===== config.mk =====
export PLATFORM = sky130hd
export DESIGN_NAME = bus_cycle_ctrl
export DESIGN_NICKNAME = d
export VERILOG_FILES = /design/src/rtl/bcc_pkg.sv /design/src/rtl/bcc_rst_filter.sv /design/src/rtl/bcc_tstate_seq.sv /design/src/rtl/bcc_lane_steer.sv /design/src/rtl/bus_cycle_ctrl.sv
export SDC_FILE = /design/constraint.sdc
export NUM_CORES = 1
export LEC_CHECK = 0
export BUFFER_PORTS_ARGS = -buffer_cell sky130_fd_sc_hd__buf_2
export CORE_ASPECT_RATIO = 0.7
export CORE_MARGIN = 10
export CORE_UTILIZATION = 46
export DETAILED_ROUTE_END_ITERATION = 7
export PLACE_DENSITY = 0.75
export SETUP_SLACK_MARGIN = 0.05
export SYNTH_ARGS = -nofsm -noshare
export SYNTH_HDL_FRONTEND = slang
export SYNTH_HIERARCHICAL = 1
export SYNTH_SLANG_ARGS = --single-unit

===== constraint.sdc =====
create_clock -name clk -period 5.21 [get_ports clk]
set_input_delay 0.2605 -clock clk [delete_from_list [all_inputs] [get_ports clk]]
set_output_delay 0.2605 -clock clk [all_outputs]
set_load 0.005 [all_outputs]

===== src/rtl/bcc_pkg.sv =====
package bcc_pkg;
  typedef enum logic [2:0] {
    TS_IDLE = 3'd0,
    TS_T1   = 3'd1,
    TS_T2   = 3'd2,
    TS_T3   = 3'd3,
    TS_T4   = 3'd4
  } tstate_e;

  // Which bank lanes a bus cycle uses
  typedef enum logic [1:0] {
    LN_BOTH = 2'd0,
    LN_LO   = 2'd1,
    LN_HI   = 2'd2
  } lane_e;
endpackage


===== src/rtl/bcc_rst_filter.sv =====
module bcc_rst_filter #(
  parameter int HOLD_MIN = 4
) (
  input  logic clk,
  input  logic rst_n,
  input  logic cpu_reset,
  output logic rst_sync_n,
  output logic hold_reset
);
  localparam int CW = $clog2(HOLD_MIN + 1);

  logic [1:0]    sync_q;
  logic [CW-1:0] cnt_q, cnt_d;

  // asynchronous assert, synchronous release
  always_ff @(posedge clk or negedge rst_n) begin
    if (!rst_n) sync_q <= 2'b00;
    else        sync_q <= {sync_q[0], 1'b1};
  end
  assign rst_sync_n = sync_q[1];

  always_comb begin
    if (!cpu_reset)                    cnt_d = '0;
    else if (cnt_q == CW'(HOLD_MIN))   cnt_d = cnt_q;
    else                               cnt_d = cnt_q + CW'(1);
  end

  always_ff @(posedge clk or negedge rst_sync_n) begin
    if (!rst_sync_n) cnt_q <= '0;
    else             cnt_q <= cnt_d;
  end

  assign hold_reset = (cnt_q == CW'(HOLD_MIN));

  // a low sample always clears acceptance on the next edge
  p_short_ignored_r10: assert property (@(posedge clk) disable iff (!rst_sync_n)
    !cpu_reset |=> !hold_reset);
  // acceptance only ever follows a high sample
  p_rise_needs_high_r10: assert property (@(posedge clk) disable iff (!rst_sync_n)
    $rose(hold_reset) |-> $past(cpu_reset));
endmodule


===== src/rtl/bcc_tstate_seq.sv =====
module bcc_tstate_seq
  import bcc_pkg::*;
(
  input  logic    clk,
  input  logic    rst_n,
  input  logic    abort,
  input  logic    start,
  input  logic    again,
  output tstate_e st
);
  tstate_e st_d;

  always_comb begin
    unique case (st)
      TS_IDLE: st_d = start ? TS_T1 : TS_IDLE;
      TS_T1:   st_d = TS_T2;
      TS_T2:   st_d = TS_T3;
      TS_T3:   st_d = TS_T4;
      TS_T4:   st_d = again ? TS_T1 : TS_IDLE;
      default: st_d = TS_IDLE;
    endcase
    if (abort) st_d = TS_IDLE;
  end

  always_ff @(posedge clk or negedge rst_n) begin
    if (!rst_n) st <= TS_IDLE;
    else        st <= st_d;
  end

  // the four T-states follow each other without gaps
  p_t1_t2_r1: assert property (@(posedge clk) disable iff (!rst_n)
    (st == TS_T1 && !abort) |=> st == TS_T2);
  p_t2_t3_r1: assert property (@(posedge clk) disable iff (!rst_n)
    (st == TS_T2 && !abort) |=> st == TS_T3);
  p_t3_t4_r1: assert property (@(posedge clk) disable iff (!rst_n)
    (st == TS_T3 && !abort) |=> st == TS_T4);
endmodule


===== src/rtl/bcc_lane_steer.sv =====
module bcc_lane_steer
  import bcc_pkg::*;
#(
  parameter int DATA_W = 16
) (
  input  lane_e             lane,
  input  logic              src_hi,
  input  logic              active,
  input  logic [DATA_W-1:0] wdata,
  input  logic [DATA_W-1:0] din,
  input  logic [DATA_W-1:0] rd_cur,
  output logic [DATA_W-1:0] dout,
  output logic [DATA_W-1:0] rd_next,
  output logic [1:0]        en_n
);
  localparam int LANES = 2;
  localparam int BW    = DATA_W / LANES;

  logic [BW-1:0] src_byte, sel_byte;

  // byte taken from the request for a single-lane write
  assign src_byte = src_hi ? wdata[DATA_W-1:BW] : wdata[BW-1:0];
  // byte picked from the bus for a single-lane read
  assign sel_byte = (lane == LN_HI) ? din[DATA_W-1:BW] : din[BW-1:0];

  for (genvar l = 0; l < LANES; l++) begin : g_lane
    logic use_l;
    assign use_l = (l == 0) ? (lane != LN_HI) : (lane != LN_LO);
    assign en_n[l] = !(active && use_l);

    always_comb begin
      if (!use_l)               dout[l*BW +: BW] = '0;
      else if (lane == LN_BOTH) dout[l*BW +: BW] = wdata[l*BW +: BW];
      else                      dout[l*BW +: BW] = src_byte;

      if (lane == LN_BOTH)          rd_next[l*BW +: BW] = din[l*BW +: BW];
      else if (src_hi == 1'(l))     rd_next[l*BW +: BW] = sel_byte;
      else                          rd_next[l*BW +: BW] = rd_cur[l*BW +: BW];
    end
  end
endmodule


===== src/rtl/bus_cycle_ctrl.sv =====
module bus_cycle_ctrl
  import bcc_pkg::*;
#(
  parameter int                ADDR_W    = 20,
  parameter int                DATA_W    = 16,
  parameter int                HOLD_MIN  = 4,
  parameter logic [ADDR_W-1:0] BOOT_ADDR = ADDR_W'('hFFFF0)
) (
  input  logic              clk,
  input  logic              rst_n,
  input  logic              cpu_reset,
  input  logic              req_valid,
  input  logic [ADDR_W-1:0] req_addr,
  input  logic              req_wr,
  input  logic              req_word,
  input  logic [DATA_W-1:0] req_wdata,
  output logic              req_ready,
  output logic [DATA_W-1:0] rd_data,
  output logic              fetch_valid,
  output logic [ADDR_W-1:0] bus_addr,
  output logic              bus_ale,
  output logic              bus_rd_n,
  output logic              bus_wr_n,
  output logic              bus_den,
  output logic              bus_dir,
  output logic              bus_ble_n,
  output logic              bus_bhe_n,
  output logic [DATA_W-1:0] bus_dout,
  output logic              bus_oe,
  input  logic [DATA_W-1:0] bus_din
);
  logic    rst_sync_n, hold_reset;
  tstate_e st;

  // access context
  logic [ADDR_W-1:0] cur_addr, n_addr;
  logic              cur_wr, n_wr, cur_word, n_word, cur_boot, n_boot;
  logic              half2, n_half2, boot_pend, n_boot_pend;
  logic [DATA_W-1:0] wbuf, n_wbuf, rbuf, n_rbuf;
  logic              ctx_en, pend_en;

  logic              start, split, final_t4, active, strobe_win;
  lane_e             lane;
  logic [DATA_W-1:0] lane_dout, rd_next;
  logic [1:0]        en_n;

  bcc_rst_filter #(.HOLD_MIN(HOLD_MIN)) u_rst (
    .clk(clk), .rst_n(rst_n), .cpu_reset(cpu_reset),
    .rst_sync_n(rst_sync_n), .hold_reset(hold_reset)
  );

  assign start    = (st == TS_IDLE) && !hold_reset && (boot_pend || req_valid);
  assign split    = cur_word && cur_addr[0] && !half2;
  assign final_t4 = (st == TS_T4) && !split && !hold_reset;

  bcc_tstate_seq u_seq (
    .clk(clk), .rst_n(rst_sync_n), .abort(hold_reset),
    .start(start), .again(split), .st(st)
  );

  always_comb begin
    if (half2)                          lane = LN_LO;
    else if (cur_word && !cur_addr[0])  lane = LN_BOTH;
    else if (cur_addr[0])               lane = LN_HI;
    else                                lane = LN_LO;
  end

  assign active     = (st != TS_IDLE);
  assign strobe_win = (st == TS_T2) || (st == TS_T3);

  bcc_lane_steer #(.DATA_W(DATA_W)) u_steer (
    .lane(lane), .src_hi(half2), .active(active),
    .wdata(wbuf), .din(bus_din), .rd_cur(rbuf),
    .dout(lane_dout), .rd_next(rd_next), .en_n(en_n)
  );

  // next-state for the access context
  always_comb begin
    n_addr  = cur_addr;
    n_wr    = cur_wr;
    n_word  = cur_word;
    n_boot  = cur_boot;
    n_half2 = half2;
    n_wbuf  = wbuf;
    n_rbuf  = rbuf;
    if (start) begin
      n_addr  = boot_pend ? BOOT_ADDR : req_addr;
      n_wr    = !boot_pend && req_wr;
      n_word  = boot_pend || req_word;
      n_boot  = boot_pend;
      n_half2 = 1'b0;
      n_wbuf  = req_wdata;
      n_rbuf  = '0;
    end else if (st == TS_T4 && split) begin
      n_half2 = 1'b1;
      n_addr  = cur_addr + ADDR_W'(1);
    end
    if (st == TS_T3 && !cur_wr) n_rbuf = rd_next;
    ctx_en = start || (st == TS_T4 && split) || (st == TS_T3 && !cur_wr);

    n_boot_pend = boot_pend;
    if (hold_reset)             n_boot_pend = 1'b1;
    else if (start && boot_pend) n_boot_pend = 1'b0;
    pend_en = hold_reset || start;
  end

  always_ff @(posedge clk or negedge rst_sync_n) begin
    if (!rst_sync_n) begin
      cur_addr <= '0;
      cur_wr   <= 1'b0;
      cur_word <= 1'b0;
      cur_boot <= 1'b0;
      half2    <= 1'b0;
      wbuf     <= '0;
      rbuf     <= '0;
    end else if (ctx_en) begin
      cur_addr <= n_addr;
      cur_wr   <= n_wr;
      cur_word <= n_word;
      cur_boot <= n_boot;
      half2    <= n_half2;
      wbuf     <= n_wbuf;
      rbuf     <= n_rbuf;
    end
  end

  always_ff @(posedge clk or negedge rst_sync_n) begin
    if (!rst_sync_n)  boot_pend <= 1'b1;
    else if (pend_en) boot_pend <= n_boot_pend;
  end

  assign req_ready   = final_t4 && !cur_boot;
  assign fetch_valid = final_t4 && cur_boot;
  assign rd_data     = rbuf;
  assign bus_addr    = cur_addr;
  assign bus_ale     = (st == TS_T1);
  assign bus_rd_n    = !(strobe_win && !cur_wr);
  assign bus_wr_n    = !(strobe_win && cur_wr);
  assign bus_den     = strobe_win;
  assign bus_dir     = active && cur_wr;
  assign bus_oe      = strobe_win && cur_wr;
  assign bus_dout    = bus_oe ? lane_dout : '0;
  assign bus_ble_n   = en_n[0];
  assign bus_bhe_n   = en_n[1];

  // no strobe or data window while the address is latched
  p_ale_quiet_r1: assert property (@(posedge clk) disable iff (!rst_sync_n)
    bus_ale |-> (bus_rd_n && bus_wr_n && !bus_den));
  // read and write strobes never overlap
  p_strobe_excl_r2: assert property (@(posedge clk) disable iff (!rst_sync_n)
    !(!bus_rd_n && !bus_wr_n));
  // a strobe follows every address latch that is not aborted
  p_ale_then_strobe_r2: assert property (@(posedge clk) disable iff (!rst_sync_n)
    (bus_ale && !hold_reset) |=> (!bus_rd_n || !bus_wr_n));
  // direction held through the cycle
  p_dir_stable_r4: assert property (@(posedge clk) disable iff (!rst_sync_n)
    (st == TS_T2 || st == TS_T3 || st == TS_T4) |-> $stable(bus_dir));
  // some bank is always enabled during a cycle, low bank tracks A0
  p_enable_any_r5: assert property (@(posedge clk) disable iff (!rst_sync_n)
    active |-> !(bus_ble_n && bus_bhe_n));
  p_ble_addr_r5: assert property (@(posedge clk) disable iff (!rst_sync_n)
    active |-> (bus_ble_n == bus_addr[0]));
  // the back-to-back second half is even and low lane only
  p_half2_even_r7: assert property (@(posedge clk) disable iff (!rst_sync_n)
    (st == TS_T1 && $past(st) == TS_T4) |-> (!bus_addr[0] && bus_bhe_n && !bus_ble_n));
  // completion only right after a T3
  p_ready_after_t3_r9: assert property (@(posedge clk) disable iff (!rst_sync_n)
    (req_ready || fetch_valid) |-> ($past(st) == TS_T3));
  // the start-up cycle reads the boot address
  p_boot_first_r11: assert property (@(posedge clk) disable iff (!rst_sync_n)
    (st == TS_T1 && $past(boot_pend)) |-> (bus_addr == BOOT_ADDR && !bus_dir));
  // an accepted reset empties the sequencer
  p_abort_idle_r12: assert property (@(posedge clk) disable iff (!rst_sync_n)
    hold_reset |=> (st == TS_IDLE));
endmodule


==> out/metrics.cfg <==
[die]
die_area_um2 = 13100
num_io_pins = 120
die-height_um = 98.7
die_w_um = 132
start_util = 0.476
core-area_um2 = 8550
fp-row-count = 28

[global_route]
grt_overflow = 0
use_met3 = 0.0603
busiest_layer = met2
use_met2 = 0.276
grt_util_met1 = 0.254
antenna_found_initial = 0
grt_pass1_vias = 3841
grt_pass1_wl_mm = 20.1
grt_util_all_layers = 0.185
grt_max_degree = 64

[clocking]
clk_latency_ns = 0.33
cts_tree = built
h-tree-depth = 3
cts_max_path_buffers = 2
clkSinkCount = 65
cts_resized = 0
clk_pin_slew_ns = 0.06
cts-buffers-inserted = 9
cts_root_buffer = clkbuf_16

[sta]
clock_skew_ns = 0.00467
fin_crit_ns = 3.35
maxSlewHeadroom = 0.262
period_share = 0.643
tns_ns = 0
finalSetupViolCount = 0
worstMarginPinSlew_ns = 1.10
slew_viol_final = 0
clock.fmax_ghz = 0.299
hold_violations = 0
rsz0062_at_grt = false

[final_layout]
fin_util = 0.584
design_area_um2 = 4990
multi_input_area_um2 = 2240
final_cells = 677
nNetsFinal = 613
nFillCells = 782
drive_above_1_share = 0.330
area_growth_pct = 22.6
diodes = 0
regArea_um2 = 1630

[yosys]
synth_edf_count = 0
ys_seq_area_frac = 0.400
ys.flop_type = dfrtp_1
yosys_register_bits = 65
synthCells = 444
yosys_warnings = 6
avgSynthCellArea_um2 = 9.17
synth_fp_nets = 505
async_flop_share = 1.00
netlist_area_um2 = 4070
yosysUniqueCellTypes = 65

[critical_path]
crit_arrival_ns = 3.09
slowest_stage = dfrtp_2
worstSetupStartpointType = flip-flop
r2r_setup_slack_ns = 2.35
crit_type = reg2out
end_kind = output port
path_cells = nor2b_2 -> nor2_4 -> a22o_1 -> and3_1 -> buf_2
cpPeakStageDelay_ns = 1.03
crit_fanout = 46
cp.required_ns = 4.95

[power_and_ir_drop]
ir_worst_vdd_uv = 270
power_mw = 3.14
powerDensity_nw_per_um2 = 630
leakage_nw = 2.46

[detailed_routing]
drtIter0Drc = 388
wl_mm = 12.5
wl_per_cell_um = 18.5
vias = 3999
vias_per_cell = 5.91
drc_errors = 0
antenna_left = 0
drt_first_pass_iters = 5

[placement]
place_congestion = 0.870
hpwl_mm = 8.85
placed_area_um2 = 4690
place_inst = 660
port_buffers = 119

[flow_run]
drv_cap = 0

[outcome]
outcome = complete, no violations

[min_path]
worst_hold_path_type = in2reg

-- registers in the layout, indices dropped and copies added (netlist names) --
name and cells:
cur_word 1, half2 1, u_seq/st 3, bus_addr 20
cur_wr 1, u_rst/cnt_q 3, rd_data 16, u_rst/sync_q 2
cur_boot 1, boot_pend 1, wbuf 16
-- placed cells by master, fill, tap and decap left out, types with 4 or more instances in the layout --
cell | synthesis | routed
nor2b_1 | 10 | 9
and3_1 | 19 | 19
a31oi_1 | 5 | 5
a22oi_1 | 9 | 9
o211a_1 | 9 | 9
inv_1 | 9 | 9
nor4_1 | 4 | 4
nand4_1 | 7 | 7
clkbuf_16 | 0 | 9
nor2_1 | 26 | 26
nand3_1 | 12 | 12
o21ai_0 | 20 | 20
buf_2 | 8 | 119
o21ai_1 | 9 | 9
a22oi_2 | 8 | 8
a22o_1 | 32 | 32
mux2_4 | 14 | 14
dfrtp_1 | 64 | 62
nand2_1 | 77 | 77
or3_1 | 4 | 4
o21ai_2 | 4 | 4
nor3_1 | 13 | 13
a21oi_1 | 7 | 7
nand2b_1 | 4 | 4
-- cells in the mapped netlist (3+ instances only) --
library cell / number / area share
nand2_1: 77 / 0.071
dfrtp_1: 64 / 0.39
a22o_1: 32 / 0.069
nor2_1: 26 / 0.024
o21ai_0: 20 / 0.025
and3_1: 19 / 0.029
mux2_4: 14 / 0.052
nor3_1: 13 / 0.016
nand3_1: 12 / 0.015
clkbuf_1: 10 / 0.0092
nor2b_1: 10 / 0.015
a22oi_1: 9 / 0.017
inv_1: 9 / 0.0083
o211a_1: 9 / 0.022
o21ai_1: 9 / 0.011
a22oi_2: 8 / 0.025
buf_2: 8 / 0.0098
a21oi_1: 7 / 0.0086
nand4_1: 7 / 0.011
a31oi_1: 5 / 0.0077
nand2b_1: 4 / 0.0061
nor4_1: 4 / 0.0061
o21ai_2: 4 / 0.0086
or3_1: 4 / 0.0061
and2_1: 3 / 0.0046
buf_4: 3 / 0.0055
ha_1: 3 / 0.0092
nor2_4: 3 / 0.0083
o22ai_1: 3 / 0.0046
xor2_1: 3 / 0.0065
-- per-layer routing --
| layer | share of wire | wire length (um) |
|---|---|---|
| met1 | 0.46 | 5740 |
| met5 | 0 | 0 |
| met4 | 0.010 | 131 |
| met3 | 0.086 | 1080 |
| met2 | 0.45 | 5580 |
-- where the power goes --
part           leakage [nW]  internal (mW)  switching [mW]  total (mW)
Sequential            0.792          0.708           0.284       0.992
Clock                 0.142          0.381           0.218       0.600
Combinational          1.53          0.693           0.860        1.55
Total                  2.46           1.78            1.36        3.14
-- critical path, delay by kind of cell, from the launching register on --
kind	cells	cell delay, ns
AND/OR/NAND/NOR	3	1.32
buffers and inverters	1	0.12
AO/OA/AOI/OAI	1	0.27
flip-flops	1	1.03
-- worst paths after layout --
kind / startpoint / to / cells past startpoint
worst max-delay path: half2 / bus_dout[11] / 5
max in group asynchronous: u_rst/sync_q[1] / half2 / 1
worst min register to register: u_rst/sync_q[0] / u_rst/sync_q[1] / 0
min in group asynchronous: rst_n / u_rst/sync_q[1] / 2
worst min-delay path: req_wdata[2] / wbuf[2] / 3
worst max register to register: half2 / rd_data[9] / 5
-- stage by stage --
stage,worst slack [ns],hold slack [ns]
after floorplan,2.90,-0.0351
after global placement,2.33,0.0454
after detailed placement,2.27,0.0485
after CTS,1.87,0.110
after global routing,1.71,0.112
final,1.86,0.117
-- layout make-up --
| cell class | instances | area share |
|---|---|---|
| Inverter | 11 | 0.00877 |
| Timing Repair Buffer | 123 | 0.126 |
| Multi-Input combinational cell | 342 | 0.449 |
| Clock inverter | 5 | 0.0110 |
| Tap cell | 120 | 0.0301 |
| Sequential cell | 65 | 0.326 |
| Clock buffer | 11 | 0.0486 |
-- cell families (layout without fill, tap and decap cells) --
kind of cell | count (synthesis) | in the layout | synth area share
xor gates and xnor gates | 5 | 5 | 0.0108
DFF | 65 | 65 | 0.400
adders and majority gates | 3 | 3 | 0.00922
muxes | 16 | 16 | 0.0571
AOI/OAI and AO/OA | 122 | 122 | 0.232
other | 1 | 1 | 0.000921
and+or+nand+nor | 195 | 195 | 0.240
buffers and inverters | 37 | 150 | 0.0507
-- what timing repair did --
item	in CTS	in global routing
setup buffers	0	0
hold buffers	1	0
endpoints found under the hold margin	2	0
setup endpoints to repair	0	0
No activity file was read; power rests on OpenSTA's default activity.
